===== src/rtl/uart8_rx_pkg.sv =====
package uart8_rx_pkg;

    localparam int DATA_BITS  = 8;
    localparam int OVS        = 8;   // ticks per bit
    localparam int FIRST_OFS  = 12;  // ticks from start detect to data bit 0
    localparam int DIV_INT_W  = 16;
    localparam int DIV_FRAC_W = 8;
    localparam int DIV_W      = DIV_INT_W + DIV_FRAC_W;
    localparam int CNT_W      = $clog2(FIRST_OFS);
    localparam int IDX_W      = $clog2(DATA_BITS);

    typedef enum logic [2:0] {
        ST_IDLE,
        ST_DATA,
        ST_STOP,
        ST_WAIT_HIGH
    } rx_state_e;

    typedef struct packed {
        rx_state_e              state;
        logic [CNT_W-1:0]       cnt;
        logic [IDX_W-1:0]       idx;
        logic [DATA_BITS-1:0]   shreg;
    } rx_ctx_t;

    function automatic logic [DIV_W-1:0] eff_div(input logic [DIV_W-1:0] d);
        if (d[DIV_W-1:DIV_FRAC_W] == '0)
            return {{(DIV_INT_W-1){1'b0}}, 1'b1, d[DIV_FRAC_W-1:0]};
        return d;
    endfunction

endpackage


===== src/rtl/rx_tick_gen.sv =====
module rx_tick_gen
    import uart8_rx_pkg::*;
(
    input  logic             clk,
    input  logic             rst,
    input  logic [DIV_W-1:0] div_setting,
    output logic             tick
);
    localparam int ACC_W = DIV_W + 1;
    localparam logic [ACC_W-1:0] STEP = ACC_W'(1) << DIV_FRAC_W;

    logic [ACC_W-1:0] acc;
    logic [ACC_W-1:0] acc_next;
    logic [ACC_W-1:0] div_ext;

    always_comb begin
        div_ext  = {1'b0, eff_div(div_setting)};
        acc_next = acc + STEP;
    end

    always_ff @(posedge clk) begin
        if (rst) begin
            acc  <= '0;
            tick <= 1'b0;
        end else if (acc_next >= div_ext) begin
            acc  <= acc_next - div_ext;
            tick <= 1'b1;
        end else begin
            acc  <= acc_next;
            tick <= 1'b0;
        end
    end
endmodule


===== src/rtl/rx_sync.sv =====
module rx_sync #(
    parameter int STAGES = 2
) (
    input  logic clk,
    input  logic rst,
    input  logic din,
    output logic dout
);
    logic [STAGES-1:0] chain;

    always_ff @(posedge clk) begin
        if (rst) chain <= '1;
        else     chain <= {chain[STAGES-2:0], din};
    end

    assign dout = chain[STAGES-1];
endmodule


===== src/rtl/rx_frame_fsm.sv =====
module rx_frame_fsm
    import uart8_rx_pkg::*;
(
    input  logic                 clk,
    input  logic                 rst,
    input  logic                 tick,
    input  logic                 line,
    output logic                 byte_done,
    output logic [DATA_BITS-1:0] byte_val,
    output logic                 err_pulse
);
    localparam logic [CNT_W-1:0] FIRST_LOAD = CNT_W'(FIRST_OFS - 1);
    localparam logic [CNT_W-1:0] BIT_LOAD   = CNT_W'(OVS - 1);
    localparam logic [IDX_W-1:0] LAST_IDX   = IDX_W'(DATA_BITS - 1);

    rx_ctx_t cur, nxt;

    always_comb begin
        nxt       = cur;
        byte_done = 1'b0;
        err_pulse = 1'b0;
        if (tick) begin
            unique case (cur.state)
                ST_IDLE: begin
                    if (!line) begin
                        nxt.state = ST_DATA;
                        nxt.cnt   = FIRST_LOAD;
                        nxt.idx   = '0;
                    end
                end
                ST_DATA: begin
                    if (cur.cnt == '0) begin
                        nxt.shreg = {line, cur.shreg[DATA_BITS-1:1]};
                        nxt.cnt   = BIT_LOAD;
                        if (cur.idx == LAST_IDX) nxt.state = ST_STOP;
                        else                     nxt.idx   = cur.idx + 1'b1;
                    end else begin
                        nxt.cnt = cur.cnt - 1'b1;
                    end
                end
                ST_STOP: begin
                    if (cur.cnt == '0) begin
                        if (line) begin
                            byte_done = 1'b1;
                            nxt.state = ST_IDLE;
                        end else begin
                            err_pulse = 1'b1;
                            nxt.state = ST_WAIT_HIGH;
                        end
                    end else begin
                        nxt.cnt = cur.cnt - 1'b1;
                    end
                end
                ST_WAIT_HIGH: begin
                    if (line) nxt.state = ST_IDLE;
                end
                default: nxt.state = ST_IDLE;
            endcase
        end
    end

    assign byte_val = cur.shreg;

    always_ff @(posedge clk) begin
        if (rst) begin
            cur.state <= ST_IDLE;
            cur.cnt   <= '0;
            cur.idx   <= '0;
            cur.shreg <= '0;
        end else begin
            cur <= nxt;
        end
    end
endmodule


===== src/rtl/rx_out_hold.sv =====
module rx_out_hold
    import uart8_rx_pkg::*;
(
    input  logic                 clk,
    input  logic                 rst,
    input  logic                 byte_done,
    input  logic [DATA_BITS-1:0] byte_val,
    input  logic                 err_pulse,
    input  logic                 out_ready,
    input  logic                 err_clear,
    output logic [DATA_BITS-1:0] out_data,
    output logic                 out_valid,
    output logic                 frame_err,
    output logic                 overrun
);
    always_ff @(posedge clk) begin
        if (rst) begin
            out_data  <= '0;
            out_valid <= 1'b0;
            frame_err <= 1'b0;
            overrun   <= 1'b0;
        end else begin
            if (byte_done) begin
                out_data  <= byte_val;
                out_valid <= 1'b1;
            end else if (out_ready) begin
                out_valid <= 1'b0;
            end

            if (byte_done && out_valid && !out_ready) overrun <= 1'b1;
            else if (err_clear)                       overrun <= 1'b0;

            if (err_pulse)      frame_err <= 1'b1;
            else if (err_clear) frame_err <= 1'b0;
        end
    end
endmodule


===== src/rtl/uart8_rx.sv =====
module uart8_rx
    import uart8_rx_pkg::*;
(
    input  logic        clk,
    input  logic        rst,
    input  logic        rx_line,
    input  logic [23:0] div_setting,
    output logic [7:0]  out_data,
    output logic        out_valid,
    input  logic        out_ready,
    output logic        frame_err,
    output logic        overrun,
    input  logic        err_clear
);
    logic                 tick;
    logic                 line_s;
    logic                 byte_done;
    logic                 err_pulse;
    logic [DATA_BITS-1:0] byte_val;

    rx_tick_gen u_tick (
        .clk(clk), .rst(rst), .div_setting(div_setting), .tick(tick)
    );

    rx_sync #(.STAGES(2)) u_sync (
        .clk(clk), .rst(rst), .din(rx_line), .dout(line_s)
    );

    rx_frame_fsm u_fsm (
        .clk(clk), .rst(rst), .tick(tick), .line(line_s),
        .byte_done(byte_done), .byte_val(byte_val), .err_pulse(err_pulse)
    );

    rx_out_hold u_hold (
        .clk(clk), .rst(rst), .byte_done(byte_done), .byte_val(byte_val),
        .err_pulse(err_pulse), .out_ready(out_ready), .err_clear(err_clear),
        .out_data(out_data), .out_valid(out_valid), .frame_err(frame_err),
        .overrun(overrun)
    );
endmodule


===== config.mk =====
export PLATFORM = sky130hd
export DESIGN_NAME = uart8_rx
export DESIGN_NICKNAME = d
export VERILOG_FILES = /design/src/rtl/uart8_rx_pkg.sv /design/src/rtl/rx_tick_gen.sv /design/src/rtl/rx_sync.sv /design/src/rtl/rx_frame_fsm.sv /design/src/rtl/rx_out_hold.sv /design/src/rtl/uart8_rx.sv
export SDC_FILE = /design/constraint.sdc
export NUM_CORES = 1
export LEC_CHECK = 0
export CAP_MARGIN = 10
export CELL_PAD_IN_SITES_DETAIL_PLACEMENT = 0
export CELL_PAD_IN_SITES_GLOBAL_PLACEMENT = 1
export CORE_MARGIN = 2
export CORE_UTILIZATION = 35
export CTS_CLUSTER_SIZE = 20
export DETAILED_ROUTE_END_ITERATION = 8
export DONT_BUFFER_PORTS = 1
export PLACE_DENSITY = 0.67
export SYNTH_ARGS = -nofsm -noshare
export SYNTH_HDL_FRONTEND = slang
export SYNTH_SLANG_ARGS = --single-unit

===== constraint.sdc =====
create_clock -name clk -period 6 [get_ports clk]
set_input_delay 0.9 -clock clk [delete_from_list [all_inputs] [get_ports clk]]
set_output_delay 0.9 -clock clk [all_outputs]
set_load 0.05 [all_outputs]

Yosys cells after proc, flatten, opt, wreduce, memory -nomap -nowiden
Cells that the tools add are included.
{"block": "op_classes", "n_addsub": 4, "n_lt_le_gt_ge": 1, "eq_ne": 11, "n_mux": 31, "reduce_logical": 15}
{"cell": "$mux 24", "n": 2}
{"cell": "$add 25x9->25 const B", "n": 1}
{"cell": "$ge 25x24->1", "n": 1}
{"cell": "$mux 25", "n": 1}
{"cell": "$sub 25x24->25", "n": 1}
{"cell": "$logic_not 16->1", "n": 1}
{"cell": "$mux 1", "n": 15}
{"cell": "$mux 3", "n": 5}
{"cell": "$pmux 3 s4", "n": 1}
{"cell": "$pmux 4 s3", "n": 1}
{"cell": "$mux 11", "n": 1}
{"cell": "$mux 10", "n": 1}
{"cell": "$mux 4", "n": 2}
{"cell": "$ne 2x2->1 const B", "n": 4}
{"cell": "$reduce_bool 2->1", "n": 4}
{"cell": "$eq 3x2->1 const B", "n": 2}
{"cell": "$ne 2x1->1 const B", "n": 3}
{"cell": "$pmux 3 s2", "n": 1}
{"cell": "$reduce_and 6->1", "n": 1}
{"cell": "$reduce_and 5->1", "n": 1}
{"cell": "$logic_not 4->1", "n": 1}
{"cell": "$reduce_and 4->1", "n": 1}
{"cell": "$sub 4x1->4 const B", "n": 1}
{"cell": "$add 3x1->3 const B", "n": 1}
{"cell": "8 further kinds", "n": 9}
{"block": "totals", "ff_bits": 57, "in_bits": 29, "out_inout_bits": 11, "word_cells": 73}

Depth between registers and ports, before layout
Gate-level depths: netlist of run 1.
{"block": "logic_depth", "word_depth": 7, "ltp_mapped": 14, "depth_no_buf": 13}

By module
Synthesis of run 1 repeated with hierarchy kept, for this count alone.
{"block": "hier_totals", "cells_unflattened": 492, "area_unflattened_um2": 4067.7}
{"module": "rx_tick_gen", "n_inst": 1, "cells_each": 338, "area_each_um2": 2617.5, "seq_area_each_um2": 520.5}
{"module": "rx_frame_fsm", "n_inst": 1, "cells_each": 113, "area_each_um2": 999.7, "seq_area_each_um2": 340.3}
{"module": "rx_out_hold", "n_inst": 1, "cells_each": 37, "area_each_um2": 397.9, "seq_area_each_um2": 220.2}
{"module": "rx_sync", "n_inst": 1, "cells_each": 4, "area_each_um2": 52.6, "seq_area_each_um2": 40.0}

Worst setup path before layout of run 1
Ideal clock, no wire load.
{"block": "synth_timing", "path_type": "input port to flip-flop", "from": "input port div_setting[17]", "to": "register u_tick.acc[24]", "setup_time_ns": 0.084, "arrival_ns": 3.011, "required_time_ns": 5.916, "setup_slack_ns": 2.904, "cell_stages": 11, "n_path_buf": 1, "cell_sequence": "nor4_1 -> a41oi_1 -> ha_1 -> o21ai_0 -> o21ba_2 -> a2bb2oi_2 -> a211oi_4 -> o21ba_2 -> buf_6 -> nor2_1 -> o31ai_2"}
{"block": "synth_via", "elab_chain_len": 5, "elab_cells_between_ends": 6, "classes_between": "1 x add/sub; 1 x order compare; 3 x mux; 1 x reduce/logical"}
{"item": "start: declaration", "line": "uart8_rx.sv:7", "rtl": "input logic [23:0] div_setting,"}
{"item": "$logic_not 16->1", "line": "uart8_rx_pkg.sv:27", "rtl": "if (d[DIV_W-1:DIV_FRAC_W] == '0)"}
{"item": "$mux 1", "line": "uart8_rx_pkg.sv:27"}
{"item": "$mux 24 (*)", "line": "uart8_rx_pkg.sv:29", "rtl": "return d;"}
{"item": "$sub 25x24->25 / $ge 25x24->1 (equally long branches)", "line": "rx_tick_gen.sv:26, rx_tick_gen.sv:25"}
{"item": "$mux 25 (*)", "line": "rx_tick_gen.sv:25", "rtl": "end else if (acc_next >= div_ext) begin"}
{"item": "end signal: assignment", "line": "rx_tick_gen.sv:26", "rtl": "acc <= acc_next - div_ext;"}
{"item": "end signal: assignment", "line": "rx_tick_gen.sv:29", "rtl": "acc <= acc_next;"}
{"item": "end: declaration", "line": "rx_tick_gen.sv:12", "rtl": "logic [ACC_W-1:0] acc;"}
Every way passes the cells marked *; elsewhere a longest branch is shown, timed or not.
A chain may end at the register's enable or synchronous reset.

Final worst setup path of run 1
{"block": "layout_timing", "from": "register u_tick.acc[10]", "to": "register u_tick.acc[21]"}
{"block": "layout_via", "elab_chain_len": 3, "elab_cells_between_ends": 4, "classes_between": "2 x add/sub; 1 x order compare; 1 x mux"}
{"item": "$add 25x9->25 (*)", "line": "rx_tick_gen.sv:18", "rtl": "acc_next = acc + STEP;"}
{"item": "$sub 25x24->25 / $ge 25x24->1 (equally long branches)", "line": "rx_tick_gen.sv:26, rx_tick_gen.sv:25"}
{"item": "$mux 25 (*)", "line": "rx_tick_gen.sv:25"}
Marks and branches as above.

==> reports/results.txt, run 1 <==
Die Span X -> 112 um
Post-CTS Setup Bufs -> 0
run status -> finished, final reports clean
pwr dens -> 453 nW/um2
clk buf depth -> 2
Routed WL per cell -> 16.3 um
Max Cap Violations -> 0
CP endpoint kind -> flip-flop
fill cell count -> 1200
pre-CTS setup slack -> 1.48 ns
Clock Tree Root -> clkbuf_16
Tmin final -> 4.41 ns
DR DRC count -> 0
dominant synthesized flop cell -> dfxtp_1
H-tree levels -> 2
Layout Skew -> 0.00549 ns
vias in the first global route -> 3506
post-synth cell types -> 68
post-synthesis cell area -> 4090 um2
pins over their slew limit -> 0
Mapped Cells -> 513
Hold Path Origin -> u_sync.chain[0]
Syn Nets -> 576
r2r setup slk -> 1.59 ns
routability cong. -> 0.909
Worst Path Max Fanout -> 23
Final setup viols -> 0
Leak -> 1.82 nW
RR Endpoint -> u_tick.acc[21]
Max-slew headroom -> 0.234
Worst EP arrival -> 4.61 ns
Post-CTS Hold Fix Bufs -> 0
row cnt -> 39
Antenna diodes -> 0
period utilization -> 0.736
fmax -> 227 MHz
first-pass GRT wire length -> 17700 um
fraction of layout cells with a size suffix above 1 -> 0.0536
FF-to-FF Start -> u_tick.acc[10]
area grow syn2layout -> 5.99%
worst skew pair latency -> 0.31 ns
DR pass1 iterations -> 4
gr ovfl total -> 0
Critical Path RT -> 6.19 ns
via count -> 3567
overall routing resource usage -> 0.173
Hold Path Class -> reg -> reg
Yosys top cell area share -> 0.274
final wirelength -> 10600 um
cts repair resizes -> 0
Initial Utilization -> 0.358
I/O Pins -> 40
Least-Margin Pin Slew -> 1.15 ns
RSZ-0062 raised after global routing -> false
Post-synth EDFFs -> 0
reg2reg path depth -> 12
Peak VDD IR -> 179 uV
crit path to -> u_tick.acc[21]
Num Clock Sinks -> 56
DRT iter0 DRCs -> 215
hpwl dp -> 7770 um
largest net degree at the start of global routing -> 54
Die ar. -> 12600 um2
final setup margin -> 1.59 ns
CTS Buf Count -> 5
DR vias/cell -> 5.51
CP Class -> reg -> reg
Fin. Hold Viols -> 0
Nets -> 566
worst setup path start -> u_tick.acc[10]
sequential share of the synthesized area -> 0.274
largest cells by area after synthesis -> dfxtp_1 (27%), ha_1 (10%), a21oi_1 (4.9%)
core footprint -> 11400 um2
Post-DRT Antenna Nets -> 0
Async S/R FF share, synth -> 0
PortBufs -> 0
die span in y -> 112 um
initial antenna violation count -> 0
Reg clk slew, reported paths -> 0.08 ns
area leader, netlist -> dfxtp_1
#FFs+latches synth -> 56
syn avg cell area -> 7.98 um2
TritonCTS clock tree -> yes
setup tns final -> 0 ns
CP Launch Type -> flip-flop
synth warn -> 0
synthesized netlist by cell type, drive strengths merged, types with 10 or more instances:
master and count:
buf 10, nand3 30, a21o 12, inv 40, nand2 35, ha 33
xnor2 18, mux2i 18, a21oi 41, dfxtp 56, nor2 40, nor3 15
o21ai 33
metrics by stage:
stage | area (um2) | power [W] | instances | utilization | hold slack [ns]
3_5_place_dp | 4190 | 0.00164 | 639 | 0.367 | 0.399
6_report | 4340 | 0.00196 | 647 | 0.380 | 0.414
5_1_grt | 4340 | 0.00215 | 647 | 0.380 | 0.436
2_1_floorplan | 4090 | 0.00143 | 513 | - | 0.389
3_3_place_gp | 4190 | 0.00165 | 639 | 0.367 | 0.397
4_1_cts | 4340 | 0.00197 | 647 | 0.380 | 0.418
flip-flops by register name, summed over array words and instances, names as in the netlist:
name / flops
u_hold.overrun: 1
u_hold.frame_err: 1
u_fsm.cur: 9
u_hold.out_data: 8
u_tick.acc: 25
u_fsm.byte_val: 8
u_hold.out_valid: 1
u_sync.chain: 2
u_tick.tick: 1
placed cells by master (no fill, tap or decap), types with 4 or more instances in the layout:
| cell | n |
|---|---|
| dfxtp_1 | 56 |
| inv_1 | 40 |
| nor2_1 | 40 |
| a21oi_1 | 40 |
| nand2_1 | 34 |
| ha_1 | 33 |
| o21ai_0 | 31 |
| nand3_1 | 30 |
| xnor2_1 | 18 |
| mux2i_1 | 18 |
| nor3_1 | 14 |
| a21o_1 | 12 |
| xor2_1 | 8 |
| nand4_1 | 8 |
| nand2b_1 | 8 |
| o21a_1 | 7 |
| nor4_1 | 5 |
| and3_1 | 5 |
| or3_1 | 5 |
| clkbuf_16 | 5 |
| and4_1 | 4 |
| and2_1 | 4 |
| a31oi_1 | 4 |
| a211oi_2 | 4 |
| a211o_1 | 4 |
| o211ai_1 | 4 |
layer usage:
| layer | vias up | part of all wire | wire length, um | global-route usage |
|---|---|---|---|---|
| met2 | 47 | 0.44 | 4610 | 0.271 |
| met4 | 0 | 0.012 | 127 | 0.0488 |
| met5 | - | 0 | 0 | 0 |
| li1 | 1845 | - | - | - |
| met3 | 9 | 0.032 | 334 | 0.0324 |
| met1 | 1666 | 0.52 | 5510 | 0.244 |
worst max-delay path, stage by stage (launching register included):
cell,delay (ns)
dfxtp_1,0.39
nand3_1,0.20
nor4_1,0.94
nand3_1,0.21
xnor2_1,0.26
ha_1,0.33
nand2_1,0.09
nand2_1,0.05
a21o_1,0.19
o21ai_0,0.23
nand3_1,0.72
o21ai_1,0.54
o32ai_2,0.15
worst min path at each step:
stage                            endpoint  slack (ns)  cells after the start
after floorplan           u_sync.chain[1]        0.39                      1
after global placement    u_sync.chain[1]        0.40                      1
after detailed placement  u_sync.chain[1]        0.40                      1
after CTS                 u_sync.chain[1]        0.42                      1
after global routing      u_sync.chain[1]        0.44                      1
final                     u_sync.chain[1]        0.41                      1
cells by family (layout without fill, tap and decap cells):
group,count (synthesis),count (layout),synth area share
adder cells (fa/ha/maj),34,34,0.106
AO/OA/AOI/OAI,152,152,0.256
multiplexers,18,18,0.0440
XOR/XNOR,26,26,0.0556
flip-flops,56,56,0.274
AND/OR/NAND/NOR,169,169,0.205
buffers and inverters,58,49,0.0596
power breakdown:
part,switching [W],internal (W)
Sequential,0.0000666,0.000460
Clock,0.000160,0.000159
Combinational,0.000670,0.000449
Total,0.000896,0.00107
cell type report:
cell class | count | area (um2) | area share
repair buffers | 1 | 7.51 | 0.00173
multi-input cells | 399 | 2730 | 0.629
well taps | 143 | 179 | 0.0412
inverters | 40 | 150 | 0.0346
clock buffers | 5 | 125 | 0.0288
flip-flops and latches | 56 | 1120 | 0.258
clock inverters | 3 | 27.5 | 0.00635
No activity file was read; power rests on OpenSTA's default activity.
==> inputs of run 2 (changes only) <==
PLACE_DENSITY = 0.69   (was 0.67)
clock period = 3.85 ns   (was 6 ns; I/O delays follow)
==> run 2 against run 1 <==
Against the previous run: sequential power rose by 56%; clock power rose by 49%; die area did not move; combinational power rose by 64%; critical path depth did not move; critical endpoint is now u_tick.acc[13].
==> reports/results.txt, run 2 (synthesis results as in run 1) <==
run status -> finished, final reports clean
I/O Pins -> 40 (unchanged)
RSZ-0062 raised after global routing -> false
routability cong. -> 0.913 (+0.40%)
PortBufs -> 0 (unchanged)
CP Launch Type -> flip-flop
CP Class -> reg -> reg
fmax -> 293 MHz (+29%)
leading cell types in the layout, fill and taps excluded -> dfxtp_1 (56), inv_1 (40), nor2_1 (40), a21oi_1 (40), nand2_1 (34)
Worst Path Max Fanout -> 9 (-61%)
pins over their slew limit -> 0 (unchanged)
hpwl dp -> 8270 um (+6.6%)
vias in the first global route -> 3557 (+1.5%)
gr ovfl total -> 0 (unchanged)
row cnt -> 39 (unchanged)
die span in y -> 112 um (unchanged)
first-pass GRT wire length -> 17800 um (+0.63%)
Max-slew headroom -> 0.421 (+0.186)
Least-Margin Pin Slew -> 0.867 ns (-0.279 ns)
Hold Path Class -> in -> reg
met1 Resource Use GR -> 0.244 (-0.000406)
initial antenna violation count -> 0 (unchanged)
overall routing resource usage -> 0.174 (+0.000694)
worst skew pair latency -> 0.30 ns (about the same)
Nets -> 576 (+1.8%)
DRT iter0 DRCs -> 166 (-23%)
crit path cell chain -> nand3_1 > nor4_1 > buf_4 > nand2_1 > xnor2_1 > ha_1 > nand3_1 > nor3_1 > a31oi_1 > and3_1 > a211o_1 > a21oi_1
Final setup viols -> 0 (unchanged)
cell repeated most along the worst path -> nand3_1
M2 GR Usage -> 0.276 (+0.00482)
Tmin final -> 3.42 ns (-0.998 ns)
Die Span X -> 112 um (unchanged)
CP endpoint kind -> flip-flop
DR pass1 iterations -> 6 (+2)
setup tns final -> 0 ns (unchanged)
Layout Skew -> 0.00593 ns (+0.000433 ns)
commonest non-fill, non-tap cell in the layout -> dfxtp_1
most crowded layer after global routing -> met2
Peak VDD IR -> 282 uV (+58%)
Leak -> 1.87 nW (+2.6%)
Antenna diodes -> 0 (unchanged)
Multi-input gate area -> 2730 um2 (unchanged)
Routed WL per cell -> 16.4 um (+0.41%)
DR DRC count -> 0 (unchanged)
max reg flops -> 25 (unchanged)
Post-DRT Antenna Nets -> 0 (unchanged)
TritonCTS clock tree -> yes
final wirelength -> 10800 um (+2.0%)
core footprint -> 11400 um2 (unchanged)
Fin. Hold Viols -> 0 (unchanged)
Max Cap Violations -> 0 (unchanged)
CTS Buf Count -> 5 (unchanged)
Most flops, register -> u_tick.acc
Reg clk slew, reported paths -> 0.08 ns (about the same)
met3 Track Usage GR -> 0.0286 (-0.00378)
Die ar. -> 12600 um2 (unchanged)
clk buf depth -> 2 (unchanged)
Worst EP arrival -> 3.65 ns (-0.96 ns)
Max stage delay on crit path -> 0.43 ns (-0.51 ns)
DR vias/cell -> 5.60 (+1.5%)
Regs by FF count -> u_tick.acc (25), u_fsm.cur (9)
storage element area -> 1120 um2 (unchanged)
Initial Utilization -> 0.358 (unchanged)
Critical Path RT -> 4.09 ns (-2.10 ns)
Clock Tree Root -> clkbuf_16
fill cell count -> 1223 (+1.9%)
period utilization -> 0.887 (+0.152)
pwr dens -> 713 nW/um2 (+57%)
CP max-delay cell -> ha_1
Post-CTS Hold Fix Bufs -> 0 (unchanged)
cts repair resizes -> 0 (unchanged)
H-tree levels -> 2 (unchanged)
area grow syn2layout -> 7.67%
Post-CTS Setup Bufs -> 0 (unchanged)
Num Clock Sinks -> 56 (unchanged)
via count -> 3676 (+3.1%)
fraction of layout cells with a size suffix above 1 -> 0.0720 (+0.0184)
largest net degree at the start of global routing -> 54 (unchanged)
total power -> 0.00314 W (+60%)
run 2: changes by cell type in the layout (fill, tap and decap cells not counted):
cell / change
clkinv_4: -1
inv_6: +1
clkinv_2: +1
inv_8: -1
buf_4: +10
run 2: final cells by class:
type	instances	area share
Timing Repair Buffer	11	0.0187
Multi-Input combinational cell	399	0.619
Inverter	40	0.0341
Clock buffer	5	0.0284
Tap cell	143	0.0406
Clock inverter	3	0.00483
Sequential cell	56	0.254
run 2: path summary, 6_finish.rpt:
path | to | startpoint | depth (start not counted) | slack (ns)
worst min-delay path | u_fsm.cur[15] | rst | 1 | 0.34
worst min register to register | u_sync.chain[1] | u_sync.chain[0] | 1 | 0.41
worst max-delay path | u_tick.acc[13] | u_tick.acc[10] | 12 | 0.43
worst max register to register | u_tick.acc[13] | u_tick.acc[10] | 12 | 0.43
run 2: per-stage QoR:
| step | area (um2) | cells | worst slack, ns | utilization | hold WS [ns] |
|---|---|---|---|---|---|
| 2_1_floorplan | 4090 | 513 | 0.942 | - | 0.389 |
| 3_3_place_gp | 4260 | 649 | 0.352 | 0.373 | 0.396 |
| 3_5_place_dp | 4260 | 649 | 0.329 | 0.373 | 0.395 |
| 4_1_cts | 4410 | 657 | 0.500 | 0.386 | 0.332 |
| 5_1_grt | 4410 | 657 | 0.117 | 0.386 | 0.326 |
| 6_report | 4410 | 657 | 0.434 | 0.386 | 0.335 |
run 2: worst max-delay path: cells and delay by family (launching register included):
family / cells / cell delay (ns)
AND/OR/NAND/NOR: 6 / 1.53
AO/OA/AOI/OAI: 3 / 0.64
adder cells (fa/ha/maj): 1 / 0.43
flip-flops: 1 / 0.40
buffers and inverters: 1 / 0.20
XOR/XNOR: 1 / 0.16
run 2: per-layer routing:
layer,vias up,part of all wire
met2,72,0.44
met4,0,0.021
met1,1732,0.49
met3,14,0.049
met5,-,0
li1,1858,-
run 2: power by group:
group | switching, W | internal [W]
Combinational | 0.00108 | 0.000759
Clock | 0.000232 | 0.000243
Sequential | 0.000107 | 0.000717
==> inputs of run 3 (changes only) <==
--- a/config.mk
+++ b/config.mk
@@ -14,5 +14,5 @@
 export DETAILED_ROUTE_END_ITERATION = 8
 export DONT_BUFFER_PORTS = 1
-export PLACE_DENSITY = 0.69
+export PLACE_DENSITY_LB_ADDON = 0.1
 export SYNTH_ARGS = -nofsm -noshare
 export SYNTH_HDL_FRONTEND = slang
==> constraint.sdc (replaced) <==
create_clock -name clk -period 3.85 [get_ports clk]
set_input_delay 0.5775 -clock clk [delete_from_list [all_inputs] [get_ports clk]]
set_output_delay 0.5775 -clock clk [all_outputs]
set_load 0.005 [all_outputs]
==> run 3 against run 2 <==
Against the previous run: cell count up 0.30%; combinational power about the same; register-to-register slack worse by 0.06 ns; final area up 0.48%; sequential share of layout area down 0.12 points; worst hold slack worse by 0.0087 ns; global-route usage up 0.56 points; via count down 0.30%; largest power group unchanged; highest routed layer unchanged.
==> reports/results.txt, run 3 (synthesis results as in run 1) <==
cts repair resizes -> 0 (unchanged)
Leak -> 1.88 nW (+0.68%)
Final setup viols -> 0 (unchanged)
worst skew pair latency -> 0.32 ns (+0.02 ns)
RR Endpoint -> u_tick.acc[22]
setup tns final -> 0 ns (unchanged)
commonest non-fill, non-tap cell in the layout -> dfxtp_1
Routed WL per cell -> 16.9 um (+3.1%)
Regs by FF count -> u_tick.acc (25), u_fsm.cur (9)
CP Launch Type -> flip-flop
leading cell types in the layout, fill and taps excluded -> dfxtp_1 (56), inv_1 (40), nor2_1 (40), a21oi_1 (40), nand2_1 (34)
FF-to-FF Start -> u_tick.acc[10]
Max-slew headroom -> 0.430 (+0.00897)
NetSw -> 0.00145 W (+1.8%)
M2 GR Usage -> 0.283 (+0.00683)
Most flops, register -> u_tick.acc
storage element area -> 1120 um2 (unchanged)
Post-Layout Cell Count -> 659 (+0.30%)
Clk network pwr share -> 0.159 (+0.008)
Worst EP arrival -> 3.71 ns (+0.06 ns)
Die ar. -> 12600 um2 (unchanged)
DR pass1 iterations -> 5 (-1)
CP max-delay cell -> and3_1
pre-CTS setup slack -> 0.188 ns (-0.141 ns)
Finished Core Util -> 0.388 (+0.00186)
gr ovfl total -> 0 (unchanged)
internal power -> 0.00172 W (about the same)
Worst Path Max Fanout -> 11 (+2)
Least-Margin Pin Slew -> 0.854 ns (-0.0134 ns)
fraction of layout cells with a size suffix above 1 -> 0.0756 (+0.00360)
Initial Utilization -> 0.358 (unchanged)
fmax -> 287 MHz (-1.8%)
total power -> 0.00317 W (+0.84%)
switching part of the total power -> 0.457 (+0.00431)
met1 Resource Use GR -> 0.249 (+0.00482)
Multi-input gate area -> 2730 um2 (unchanged)
Post-CTS Setup Bufs -> 0 (unchanged)
Post-DRT Antenna Nets -> 0 (unchanged)
Fin. Hold Viols -> 0 (unchanged)
met3 Track Usage GR -> 0.0351 (+0.00648)
CTS Buf Count -> 5 (unchanged)
CP Class -> reg -> reg
Post-CTS Hold Fix Bufs -> 0 (unchanged)
area grow syn2layout -> 8.19%
PortBufs -> 0 (unchanged)
Max Cap Violations -> 0 (unchanged)
combinational group share of total power -> 0.580 (-0.007)
row cnt -> 39 (unchanged)
r2r setup slk -> 0.37 ns (-0.06 ns)
Tmin final -> 3.48 ns (+0.0629 ns)
routability cong. -> 0.858 (-6.0%)
DR vias/cell -> 5.56 (-0.60%)
Hold Path Origin -> rst
pins over their slew limit -> 0 (unchanged)
first-pass GRT wire length -> 18200 um (+2.5%)
fill cell count -> 1197 (-2.1%)
via count -> 3665 (-0.30%)
share of power burned in registers -> 0.260 (-0.002)
die span in y -> 112 um (unchanged)
run status -> finished, final reports clean
Die Span X -> 112 um (unchanged)
core footprint -> 11400 um2 (unchanged)
largest net degree at the start of global routing -> 54 (unchanged)
CP bufs+invs -> 1 (unchanged)
most crowded layer after global routing -> met2
period utilization -> 0.903 (+0.0163)
pwr dens -> 715 nW/um2 (+0.35%)
crit path cell chain -> nand3_1 > nor4_1 > buf_4 > nand3_1 > xnor2_1 > ha_1 > nand2_1 > nand2_1 > a21o_1 > o21ai_0 > and3_1 > nand2_2 > a311oi_1
DRT iter0 DRCs -> 158 (-4.8%)
Num Clock Sinks -> 56 (unchanged)
final wirelength -> 11200 um (+3.4%)
DP Cell Count -> 651 (+0.31%)
clk buf depth -> 2 (unchanged)
Reg clk slew, reported paths -> 0.09 ns (about the same)
Layout Skew -> 0.0101 ns (+0.00416 ns)
initial antenna violation count -> 0 (unchanged)
Hold Path Class -> in -> reg
I/O Pins -> 40 (unchanged)
overall routing resource usage -> 0.179 (+0.00559)
Nets -> 578 (+0.35%)
DR DRC count -> 0 (unchanged)
RSZ-0062 raised after global routing -> false
TritonCTS clock tree -> yes
Peak VDD IR -> 268 uV (-4.9%)
CP endpoint kind -> flip-flop
final setup margin -> 0.372 ns (-0.0629 ns)
H-tree levels -> 2 (unchanged)
crit-path leading delay family -> simple AND/OR/NAND/NOR gates
reg2reg path depth -> 13 (+1)
vias in the first global route -> 3615 (+1.6%)
Max stage delay on crit path -> 0.55 ns (+0.12 ns)
Clock Tree Root -> clkbuf_16
hold path depth -> 1 (unchanged)
Critical Path RT -> 4.08 ns (about the same)
hpwl dp -> 8390 um (+1.3%)
Hold Path End -> u_fsm.cur[15]
Antenna diodes -> 0 (unchanged)
max reg flops -> 25 (unchanged)
-- run 3: cell count changes in the layout (fill, tap and decap cells not counted) --
cell | before | now
buf_4 | 11 | 13
clkinv_2 | 1 | 0
clkinv_4 | 0 | 1
inv_6 | 1 | 0
inv_8 | 0 | 1
-- run 3: power groups by stage --
stage	combinational, W	clock (W)	sequential [W]
2_1_floorplan	0.00142	0	0.000807
3_3_place_gp	0.00184	0	0.000835
3_5_place_dp	0.00183	0	0.000836
4_1_cts	0.00184	0.000523	0.000824
5_1_grt	0.00206	0.000541	0.000843
6_report	0.00184	0.000505	0.000825
-- run 3: stage by stage --
step,hold WS (ns),instance area (um2)
after floorplan,0.389,4090
after global placement,0.399,4280
after detailed placement,0.407,4280
after CTS,0.313,4430
after global routing,0.313,4430
final,0.327,4430
-- run 3: cell type report --
type,count,area share
clock inverter,3,0.00622
inverter,40,0.0339
clock buffer,5,0.0283
sequential,56,0.253
multi-input combinational,399,0.616
timing repair buffer,13,0.0220
tap,143,0.0404
-- run 3: metal layers --
metal | up-vias | wire length [um] | part of all wire
li1 | 1858 | - | -
met1 | 1717 | 5540 | 0.50
met2 | 76 | 4930 | 0.44
met3 | 14 | 493 | 0.044
met4 | 0 | 184 | 0.017
met5 | - | 0 | 0
-- run 3: worst max-delay path by stage --
| stage | end | from | depth (start not counted) |
|---|---|---|---|
| floorplan | u_tick.acc[22] | u_tick.acc[10] | 13 |
| global placement | u_tick.acc[15] | div_setting[9] | 11 |
| detailed placement | u_tick.acc[15] | div_setting[9] | 11 |
| CTS | u_tick.acc[22] | u_tick.acc[10] | 13 |
| global route | u_tick.acc[11] | u_tick.acc[10] | 14 |
| finish | u_tick.acc[22] | u_tick.acc[10] | 13 |
